==> config.mk <==
export PLATFORM = sky130hd
export DESIGN_NAME = sio_port
export DESIGN_NICKNAME = d
export VERILOG_FILES = /design/src/rtl/sio_pkg.sv /design/src/rtl/sio_datapath.sv /design/src/rtl/sio_ctrl.sv /design/src/rtl/sio_port.sv
export SDC_FILE = /design/constraint.sdc
export NUM_CORES = 1
export LEC_CHECK = 0
export CAP_MARGIN = 10
export CORE_MARGIN = 5
export CORE_UTILIZATION = 56
export CTS_CLUSTER_DIAMETER = 150
export DETAILED_ROUTE_END_ITERATION = 8
export HOLD_SLACK_MARGIN = 0.05
export PLACE_DENSITY = 0.79
export SETUP_SLACK_MARGIN = 0.02
export SKIP_LAST_GASP = 1
export SYNTH_ARGS = -nofsm -noshare
export SYNTH_HDL_FRONTEND = slang
export SYNTH_HIERARCHICAL = 1
export SYNTH_SLANG_ARGS = --single-unit
==> constraint.sdc <==
create_clock -name clk -period 3.4 [get_ports clk]
set_clock_uncertainty 0.2 [all_clocks]
set_input_delay 0.68 -clock clk [delete_from_list [all_inputs] [get_ports clk]]
set_output_delay 0.68 -clock clk [all_outputs]
set_load 0.005 [all_outputs]
==> src/rtl/sio_pkg.sv <==
package sio_pkg;
  typedef enum logic [1:0] {
    MD_SHIFT       = 2'd0,
    MD_FRAME10     = 2'd1,
    MD_FRAME11_FIX = 2'd2,
    MD_FRAME11_TMR = 2'd3
  } sioMode_t;

  typedef struct packed {
    logic txLoad;
    logic txShift;
    logic rxSample;
    logic rxShift;
    logic rxCommit;
  } sioStrobe_t;
endpackage

==> src/rtl/sio_datapath.sv <==
module sio_datapath
  import sio_pkg::*;
#(
  parameter int DATA_W = 8
) (
  input  logic              clk,
  input  logic              rstN,
  input  sioStrobe_t        strb,
  input  sioMode_t          mode,
  input  logic              wrStb,
  input  logic [DATA_W-1:0] wrByte,
  input  logic              txNinth,
  input  logic              rxdIn,
  output logic              txBit,
  output logic              majBit,
  output logic [DATA_W-1:0] rxByte
);
  localparam int TXSR_W = DATA_W + 3;

  logic [DATA_W-1:0] txHold;
  logic [TXSR_W-1:0] txSr;
  logic [2:0]        win;
  logic [DATA_W-1:0] rxSr;
  logic [DATA_W-1:0] rxBuf;
  logic              frameNinth;

  assign frameNinth = (mode == MD_FRAME10) ? 1'b1 : txNinth;

  always_ff @(posedge clk or negedge rstN) begin
    if (!rstN) begin
      txHold <= '0;
      txSr   <= '1;
    end else begin
      if (wrStb) txHold <= wrByte;
      if (strb.txLoad) begin
        if (mode == MD_SHIFT) txSr <= {3'b111, txHold};
        else                  txSr <= {1'b1, frameNinth, txHold, 1'b0};
      end else if (strb.txShift) begin
        txSr <= {1'b1, txSr[TXSR_W-1:1]};
      end
    end
  end

  assign txBit  = txSr[0];
  assign majBit = (win[0] & win[1]) | (win[0] & win[2]) | (win[1] & win[2]);

  always_ff @(posedge clk or negedge rstN) begin
    if (!rstN) begin
      win   <= 3'b111;
      rxSr  <= '0;
      rxBuf <= '0;
    end else begin
      if (strb.rxSample) win <= {win[1:0], rxdIn};
      if (strb.rxShift)
        rxSr <= {(mode == MD_SHIFT) ? rxdIn : majBit, rxSr[DATA_W-1:1]};
      if (strb.rxCommit) rxBuf <= rxSr;
    end
  end

  assign rxByte = rxBuf;


  tx_cmd_excl_chk: assert property (@(posedge clk) disable iff (!rstN)
    $onehot0({strb.txLoad, strb.txShift}));


  rx_cmd_excl_chk: assert property (@(posedge clk) disable iff (!rstN)
    $onehot0({strb.rxShift, strb.rxCommit}));
endmodule

==> src/rtl/sio_ctrl.sv <==
module sio_ctrl
  import sio_pkg::*;
#(
  parameter int DATA_W    = 8,
  parameter int OVS       = 16,
  parameter int SLOT_CLKS = 12,
  parameter int FIX_DIV   = 4
) (
  input  logic        clk,
  input  logic        rstN,
  input  logic        dblRate,
  input  logic        timerOvf,
  input  logic        bufWe,
  input  logic        ctrlWe,
  input  logic [7:0]  ctrlWdata,
  input  logic        rxdIn,
  input  logic        txBit,
  input  logic        majBit,
  output sioStrobe_t  strb,
  output sioMode_t    mode,
  output logic        txNinth,
  output logic [7:0]  ctrlRdata,
  output logic        txd,
  output logic        rxdOut,
  output logic        rxdOe,
  output logic        irq
);
  localparam int CNT_W     = $clog2(OVS);
  localparam int SLOT_W    = $clog2(SLOT_CLKS);
  localparam int PRE_W     = $clog2(FIX_DIV);
  localparam int IDX_W     = $clog2(DATA_W + 4);
  localparam int HALF_SLOT = SLOT_CLKS / 2;
  localparam int SMP_FIRST = OVS / 2;
  localparam int SMP_DONE  = SMP_FIRST + 3;

  logic rxEn, filt, rxNinth, tiF, riF;

  // rate ticks
  logic [PRE_W-1:0] preCnt;
  logic ovfHalf, fixTick, tmrTick, tick16, asyncMode;

  // async transmit
  logic [CNT_W-1:0] txCnt;
  logic txRoll, txPend, txActive;
  logic [IDX_W-1:0] txIdx, lastIdx;

  // async receive
  logic rxPrev, rxActive, rxDecide, accept;
  logic [CNT_W-1:0] rxCnt;
  logic [IDX_W-1:0] rxIdx;

  // mode 0
  logic [SLOT_W-1:0] slotPh;
  logic slotEnd, m0Active, m0Rx, m0Bit;
  logic [IDX_W-1:0] m0Idx;
  logic setTi;

  assign asyncMode = (mode != MD_SHIFT);
  assign fixTick = dblRate ? (preCnt == PRE_W'(FIX_DIV/2 - 1) || preCnt == PRE_W'(FIX_DIV - 1))
                           : (preCnt == PRE_W'(FIX_DIV - 1));
  assign tmrTick = timerOvf && (dblRate || ovfHalf);
  assign tick16  = (mode == MD_FRAME11_FIX) ? fixTick : tmrTick;
  assign txRoll  = asyncMode && tick16 && (txCnt == CNT_W'(OVS - 1));
  assign lastIdx = (mode == MD_FRAME10) ? IDX_W'(DATA_W + 1) : IDX_W'(DATA_W + 2);
  assign slotEnd = (slotPh == SLOT_W'(SLOT_CLKS - 1));
  assign m0Bit   = m0Active && (m0Idx < IDX_W'(DATA_W));
  assign rxDecide = asyncMode && tick16 && rxActive && (rxCnt == CNT_W'(SMP_DONE));
  assign accept  = !riF && (!filt || majBit);

  always_comb begin
    strb = '0;
    strb.txLoad   = (asyncMode && txRoll && txPend && !txActive) ||
                    (!asyncMode && slotEnd && !m0Active && txPend);
    strb.txShift  = (asyncMode && txRoll && txActive && txIdx != lastIdx) ||
                    (!asyncMode && slotEnd && m0Bit && !m0Rx);
    strb.rxSample = asyncMode && tick16 && rxActive &&
                    rxCnt >= CNT_W'(SMP_FIRST) && rxCnt <= CNT_W'(SMP_FIRST + 2);
    strb.rxShift  = (rxDecide && rxIdx >= IDX_W'(1) && rxIdx <= IDX_W'(DATA_W)) ||
                    (!asyncMode && m0Bit && m0Rx && slotPh == SLOT_W'(HALF_SLOT - 1));
    strb.rxCommit = (rxDecide && rxIdx == IDX_W'(DATA_W + 1) && accept) ||
                    (!asyncMode && slotEnd && m0Active && m0Rx && m0Idx == IDX_W'(DATA_W));
    setTi = (asyncMode && txRoll && txActive && txIdx == lastIdx) ||
            (!asyncMode && slotEnd && m0Active && !m0Rx && m0Idx == IDX_W'(DATA_W));
  end

  // control/status register
  always_ff @(posedge clk or negedge rstN) begin
    if (!rstN) begin
      mode <= MD_SHIFT; rxEn <= 1'b0; filt <= 1'b0; txNinth <= 1'b0;
      rxNinth <= 1'b0; tiF <= 1'b0; riF <= 1'b0;
    end else begin
      if (ctrlWe) begin
        mode    <= sioMode_t'(ctrlWdata[1:0]);
        rxEn    <= ctrlWdata[2];
        filt    <= ctrlWdata[3];
        txNinth <= ctrlWdata[4];
        rxNinth <= ctrlWdata[5];
        tiF     <= ctrlWdata[6];
        riF     <= ctrlWdata[7];
      end
      if (setTi) tiF <= 1'b1;
      if (strb.rxCommit) riF <= 1'b1;
      if (strb.rxCommit && asyncMode) rxNinth <= majBit;
    end
  end

  // tick generation and free-running transmit counter
  always_ff @(posedge clk or negedge rstN) begin
    if (!rstN) begin
      preCnt <= '0; ovfHalf <= 1'b0; txCnt <= '0; slotPh <= '0;
    end else begin
      preCnt <= (preCnt == PRE_W'(FIX_DIV - 1)) ? '0 : preCnt + PRE_W'(1);
      if (timerOvf) ovfHalf <= !ovfHalf;
      if (asyncMode && tick16) txCnt <= txCnt + CNT_W'(1);
      slotPh <= slotEnd ? '0 : slotPh + SLOT_W'(1);
    end
  end

  // transmit and mode 0 sequencing
  always_ff @(posedge clk or negedge rstN) begin
    if (!rstN) begin
      txPend <= 1'b0; txActive <= 1'b0; txIdx <= '0;
      m0Active <= 1'b0; m0Rx <= 1'b0; m0Idx <= '0;
    end else begin
      if (strb.txLoad) txPend <= 1'b0;
      if (bufWe) txPend <= 1'b1;
      if (txRoll) begin
        if (strb.txLoad) begin
          txActive <= 1'b1; txIdx <= '0;
        end else if (txActive) begin
          if (txIdx == lastIdx) txActive <= 1'b0;
          else txIdx <= txIdx + IDX_W'(1);
        end
      end
      if (!asyncMode && slotEnd) begin
        if (!m0Active) begin
          if (txPend) begin
            m0Active <= 1'b1; m0Rx <= 1'b0; m0Idx <= '0;
          end else if (rxEn && !riF) begin
            m0Active <= 1'b1; m0Rx <= 1'b1; m0Idx <= '0;
          end
        end else if (m0Idx == IDX_W'(DATA_W)) begin
          m0Active <= 1'b0;
        end else begin
          m0Idx <= m0Idx + IDX_W'(1);
        end
      end
    end
  end

  // asynchronous receiver
  always_ff @(posedge clk or negedge rstN) begin
    if (!rstN) begin
      rxPrev <= 1'b1; rxActive <= 1'b0; rxCnt <= '0; rxIdx <= '0;
    end else if (asyncMode && tick16) begin
      rxPrev <= rxdIn;
      if (!rxActive) begin
        if (rxEn && rxPrev && !rxdIn) begin
          rxActive <= 1'b1; rxCnt <= CNT_W'(1); rxIdx <= '0;
        end
      end else begin
        rxCnt <= rxCnt + CNT_W'(1);
        if (rxCnt == CNT_W'(OVS - 1)) rxIdx <= rxIdx + IDX_W'(1);
        if (rxCnt == CNT_W'(SMP_DONE)) begin
          if (rxIdx == '0 && majBit) rxActive <= 1'b0;
          else if (rxIdx == IDX_W'(DATA_W + 1)) rxActive <= 1'b0;
        end
      end
    end
  end

  assign txd = asyncMode ? (txActive ? txBit : 1'b1)
                         : !(m0Bit && slotPh < SLOT_W'(HALF_SLOT));
  assign rxdOut    = txBit;
  assign rxdOe     = !asyncMode && m0Bit && !m0Rx;
  assign irq       = tiF | riF;
  assign ctrlRdata = {riF, tiF, rxNinth, txNinth, filt, rxEn, mode};


  tx_start_align_chk: assert property (@(posedge clk) disable iff (!rstN)
    $rose(txActive) |-> $past(txCnt) == CNT_W'(OVS - 1));


  ti_sticky_chk: assert property (@(posedge clk) disable iff (!rstN)
    (tiF && !ctrlWe) |=> tiF);


  ri_sticky_chk: assert property (@(posedge clk) disable iff (!rstN)
    (riF && !ctrlWe) |=> riF);


  rx_start_low_chk: assert property (@(posedge clk) disable iff (!rstN)
    $rose(rxActive) |-> !$past(rxdIn));


  rx_filter_chk: assert property (@(posedge clk) disable iff (!rstN)
    ($rose(riF) && !$past(ctrlWe) && $past(filt) && $past(asyncMode)) |-> rxNinth);
endmodule

==> src/rtl/sio_port.sv <==
module sio_port
  import sio_pkg::*;
#(
  parameter int DATA_W    = 8,
  parameter int OVS       = 16,
  parameter int SLOT_CLKS = 12,
  parameter int FIX_DIV   = 4
) (
  input  logic              clk,
  input  logic              rstN,
  input  logic              dblRate,
  input  logic              timerOvf,
  input  logic              bufWe,
  input  logic [DATA_W-1:0] bufWdata,
  output logic [DATA_W-1:0] bufRdata,
  input  logic              ctrlWe,
  input  logic [7:0]        ctrlWdata,
  output logic [7:0]        ctrlRdata,
  input  logic              rxdIn,
  output logic              rxdOut,
  output logic              rxdOe,
  output logic              txd,
  output logic              irq
);
  sioStrobe_t strb;
  sioMode_t   mode;
  logic       txNinth, txBit, majBit;

  sio_ctrl #(.DATA_W(DATA_W), .OVS(OVS), .SLOT_CLKS(SLOT_CLKS), .FIX_DIV(FIX_DIV)) u_ctrl (
    .clk(clk), .rstN(rstN), .dblRate(dblRate), .timerOvf(timerOvf), .bufWe(bufWe),
    .ctrlWe(ctrlWe), .ctrlWdata(ctrlWdata), .rxdIn(rxdIn), .txBit(txBit), .majBit(majBit),
    .strb(strb), .mode(mode), .txNinth(txNinth), .ctrlRdata(ctrlRdata), .txd(txd),
    .rxdOut(rxdOut), .rxdOe(rxdOe), .irq(irq)
  );

  sio_datapath #(.DATA_W(DATA_W)) u_dp (
    .clk(clk), .rstN(rstN), .strb(strb), .mode(mode), .wrStb(bufWe), .wrByte(bufWdata),
    .txNinth(txNinth), .rxdIn(rxdIn), .txBit(txBit), .majBit(majBit), .rxByte(bufRdata)
  );
endmodule

After elaboration in Yosys (flattened, before gate mapping)
Index checks and enable logic that the tools add are counted.

operators by class
  add/sub/neg operators = 7
  order comparisons = 6
  eq/ne operators = 16
  muxes and demuxes = 46
  bitwise gates (word level) = 7
  reduce and logical (&&, ||, !) cells = 73

operators with widths
  cell                                                                                 number
  4-bit 2-to-1 mux                                                                     13
  1-bit logical AND                                                                    39
  1-bit 2-to-1 mux                                                                     28
  4-bit by 1-bit adder with 4-bit output, second input constant                        6
  4-bit == test, second input constant                                                 6
  11-bit 2-to-1 mux                                                                    2
  2-bit nonzero test                                                                   9
  3-bit AND reduction                                                                  4
  10-bit 2-to-1 mux                                                                    1
  1-bit zero test                                                                      9
  4-bit less-or-equal comparator, second input constant                                2
  1-bit logical OR                                                                     8
  2-bit != test, second input constant                                                 3
  2-bit by 1-bit == test with 1-bit output, second input constant                      2
  2-bit == test, second input constant                                                 2
  4-bit by 3-bit == test with 1-bit output, second input constant                      1
  4-bit == test                                                                        1
  4-bit by 1-bit greater-or-equal comparator with 1-bit output, second input constant  1
  4-bit greater-or-equal comparator, second input constant                             1
  4-bit zero test                                                                      1
  4-bit by 3-bit < comparator with 1-bit output, second input constant                 1
  4-bit < comparator, second input constant                                            1
  2-bit 2-to-1 mux                                                                     2
  4-bit != test                                                                        1
  7 further kinds                                                                      11

word-level totals
  register bits = 79
  bits of input ports = 23
  output and inout bits = 20
  word-level logic and storage cells = 181

Logic depth before layout (Yosys ltp)
Gate-level depths: netlist (run 1).

  depth after elaboration = 12
  gate-level depth with buffers = 10
  mapped depth without buffers = 9

Hierarchy
The synthesis (run 1) kept the hierarchy.

modules (own cells, without submodules)
  module        times used  cells each  area an instance (um^2)  seq. area each (um^2)
  sio_ctrl      1           241         2309.7                   1027.2
  sio_datapath  1           112         1576.5                   942.2

Least setup slack after synthesis (run 1)
Ideal clock, no wire load.

  kind = input-to-reg
  from = input dblRate
  to = register u_dp.win[0]
  library setup time = 0.082 ns
  data arrival time = 2.220 ns
  required time = 3.118 ns
  setup slack = 0.898 ns
  stages on the path = 5
  buffers on the path = 0
  cells stage by stage = a21oi_1 -> o31ai_4 -> nand2_1 -> a2111oi_0 -> mux2_2

RTL lines
  element               line                text
  start, declared       sio_port.sv:11      input logic dblRate,
  end signal, assigned  sio_datapath.sv:53  if (strb.rxSample) win <= {win[1:0], rxdIn};
  end, declared         sio_datapath.sv:22  logic [2:0] win;

Final worst setup path (run 1)
  from = register u_ctrl.mode[0]
  to = output txd

between the ends
  longest elaborated chain between the ends = 2

ends and longest elaborated chain
  element                 line             text
  start, declared         sio_ctrl.sv:20   output sioMode_t mode,
  start signal, assigned  sio_ctrl.sv:93   mode <= sioMode_t'(ctrlWdata[1:0]);
  2-bit nonzero test      sio_ctrl.sv:58   assign asyncMode = (mode != MD_SHIFT);
  1-bit 2-to-1 mux        sio_ctrl.sv:172  assign txd = asyncMode ? (txActive ? txBit : 1'b1)
  end, declared           sio_port.sv:22   output logic txd,

Every way passes these cells.

==> flow_summary.yaml, run 1 <==
yosys:
  synth_cell_types: 54
  synth-seq-area-share_pct: 50.7
  synthDominantCellAreaShare_pct: 41.2
  synth_largest_area_cell: "dfrtp_1"
  async_flop_share_pct: 100
  ys.flop_type: "dfrtp_1"
  netlist_area_um2: 3890
  syn_inst: 353
  syn_avg_cell_area_um2: 11.0
  synth_edf_count: 0
  yosys_register_bits: 78
  yosys_warnings: 6
  synth_nets: 389
  synthTopCellsByArea: "dfrtp_1 (41%), dfstp_2 (9.5%), mux2_2 (9.3%), ha_1 (4.2%), mux2i_1 (3.3%)"
timing:
  hold_viol: 0
  fmax_ghz: 0.319
  timing.final.crit_share_pct: 92.1
  worst_slack_ps: 268
  rsz0062_at_grt: "false"
  worst_pin_slew_ps: 963
  finalCriticalPeriod_ps: 3130
  relSlewSlack_pct: 35.8
  drv_slew: 0
  setup_viol: 0
  fin_setup_tns_ps: 0
cts:
  holdBufCountCts: 0
  postCtsSetupBuffers: 0
  ctsResizeCount: 0
  cts.sinks: 78
  clock_path_buffers: 2
  clk_latency_ps: 370
  clk_pin_slew_ps: 80
  htreeDepth: 3
  cts_tree: "yes"
  cts-buffers-inserted: 9
  root_buffer: "clkbuf_8"
pwr:
  combPwrFrac_pct: 21.9
  p_clk_share_pct: 25.8
  p_per_area_nw_per_um2: 564
  swShare_pct: 32.2
  p_sw_w: 0.000812
  pwr-share-seq_pct: 52.2
  p_leak_nw: 1.95
  intPower_w: 0.00171
  ir_worst_vdd_v: 0.000342
hold_path:
  hp-class: "input port to asynchronous set/reset pin"
floorplan:
  fp-row-count: 30
  dieArea_um2: 8710
  core_area_um2: 6760
  start_util_pct: 57.5
  die_x_um: 93.3
  die_h_um: 93.3
  ios: 43
final_layout:
  regArea_um2: 1970
  area_growth_pct: 15.2
  diodes: 0
  fill_cells: 507
  drive_gt1_share_pct: 18.6
  nets: 424
  multiInputGateArea_um2: 1700
setup_path:
  end_kind: "primary output"
  crit_type: "flop to primary output"
  start_kind: "flop"
  worst_ep_arrival_time_ps: 2250
  crit_required_ps: 2520
  path_max_fanout: 8
  cp-startpoint: "u_ctrl/mode[0]"
  r2r_start: "u_ctrl/mode[1]"
global_route:
  grt_first_pass_wirelength_mm: 12.9
  grt_pass1_vias: 2628
  grt_remaining_overflow: 0
  grt_max_degree: 79
  antenna_found_initial: 0
  gr-usage-all-layers_pct: 19.3
placement:
  gp_congestion: 0.965
  hpwl_mm: 5.40
  pre_cts_ws_ps: 131
  port_buffers: 42
route:
  drt_iter0_markers: 148
  routedWlPerCell_um: 16.5
  detail-route-antenna-nets: 0
  vias_per_cell: 5.78
  firstDrtPassIters: 5
  drc: 0
  num_vias: 2733
  routed_wl_mm: 7.79
job:
  drv_cap: 0
status:
  status: "finished clean"
## layer usage
metal  vias up  part of all wire (%)  GRT usage (%)
met1      1341                    46           26.5
li1       1304                     -              -
met2        74                    48           29.3
met5         -                     0              0
met4         0                   1.8           8.30
met3        14                   4.5           4.67
## registers in the layout, summed over array words and instances, names as in the netlist, 2 cells and up
register       count
u_ctrl/txCnt       4
u_dp/rxSr          8
u_ctrl/rxCnt       4
u_ctrl/txIdx       4
u_ctrl/slotPh      4
u_ctrl/preCnt      2
u_dp/rxByte        8
u_dp/win           3
u_dp/txSr         10
u_ctrl/mode        2
u_ctrl/rxIdx       4
u_dp/txHold        8
u_ctrl/m0Idx       4
## layout by cell type, fill, tap and decap left out, types with 3 or more instances in the layout
cell / synthesis / final
nand2_1: 22 / 22
inv_6: 0 / 4
nand3_1: 9 / 9
xnor2_1: 4 / 4
dfrtp_1: 64 / 64
mux2_2: 32 / 32
nand2b_1: 3 / 3
ha_1: 13 / 13
nor2_1: 20 / 20
clkbuf_8: 0 / 9
clkdlybuf4s50_1: 0 / 41
nor2b_1: 11 / 11
a21oi_1: 22 / 22
mux2i_1: 13 / 13
inv_1: 23 / 23
buf_4: 10 / 4
o21ai_0: 19 / 19
nand4_1: 5 / 5
a211oi_1: 8 / 8
dfstp_2: 14 / 14
nor3_1: 5 / 5
## metrics by stage
step / cell area (µm²) / total power [W] / std cells / hold slack (ps) / utilization (%)
2_1_floorplan: 3890 / 0.00169 / 353 / 184 / -
3_3_place_gp: 4300 / 0.00185 / 457 / 252 / 63.6
3_5_place_dp: 4300 / 0.00188 / 457 / 274 / 63.6
4_1_cts: 4480 / 0.00253 / 473 / 286 / 66.2
5_1_grt: 4480 / 0.00268 / 473 / 314 / 66.2
6_report: 4480 / 0.00253 / 473 / 264 / 66.2
## power by group through the flow
stage,Clock [W],Combinational [W],Sequential [W]
after global placement,0,0.000526,0.00132
after floorplan,0,0.000414,0.00128
after CTS,0.000665,0.000555,0.00131
after global routing,0.000715,0.000623,0.00135
after detailed placement,0,0.000550,0.00133
final,0.000653,0.000553,0.00132
## worst max-delay path, stage by stage, from the launching register on
cell,delay [ps]
dfrtp_1,550
nor2_1,380
nand3b_1,180
nor2_1,190
a21oi_1,130
clkdlybuf4s50_1,460
## cells by family after synthesis
kind of cell    count (synthesis)  synth area share [%]
compound gates                 77                  13.1
xor+xnor                        6                  1.35
fa+ha+maj                      14                  4.44
buf+inv                        44                  5.57
flops                          78                  50.7
mux                            45                  12.6
simple gates                   89                  12.2
## path summary, 6_finish.rpt
| kind | slack, ps | cells after the start | endpoint |
|---|---|---|---|
| hold / removal | 260 | 1 | u_ctrl/mode[0] |
| setup reg to reg | 540 | 7 | u_dp/txSr[4] |
| setup / recovery | 270 | 5 | txd |
| hold reg to reg | 280 | 1 | u_ctrl/preCnt[0] |
| max in group asynchronous | 2130 | 1 | u_ctrl/rxEn |
| min in group clk | 280 | 1 | u_ctrl/preCnt[0] |
## cells in the mapped netlist, types with 10 or more instances
master,n
a21oi_1,22
dfrtp_1,64
nand2_1,22
nor2b_1,11
inv_1,23
dfstp_2,14
ha_1,13
mux2_2,32
nor2_1,20
buf_4,10
o21ai_0,19
mux2i_1,13
## layout make-up
type                    count  area share [%]
well taps                  80            2.24
inverters                  23            1.93
clock buffers               9            2.77
multi-input cells         231            38.0
clock inverters             7            1.23
repair buffers             45            9.84
flip-flops and latches     78            44.0
No activity file was read; power rests on OpenSTA's default activity.
==> run 2, diff against run 1 <==
Settings changed: TNS_END_PERCENT set to 30.
==> results of run 2 <==
No change in the layout: final DEF, timing and power equal those of run 1.
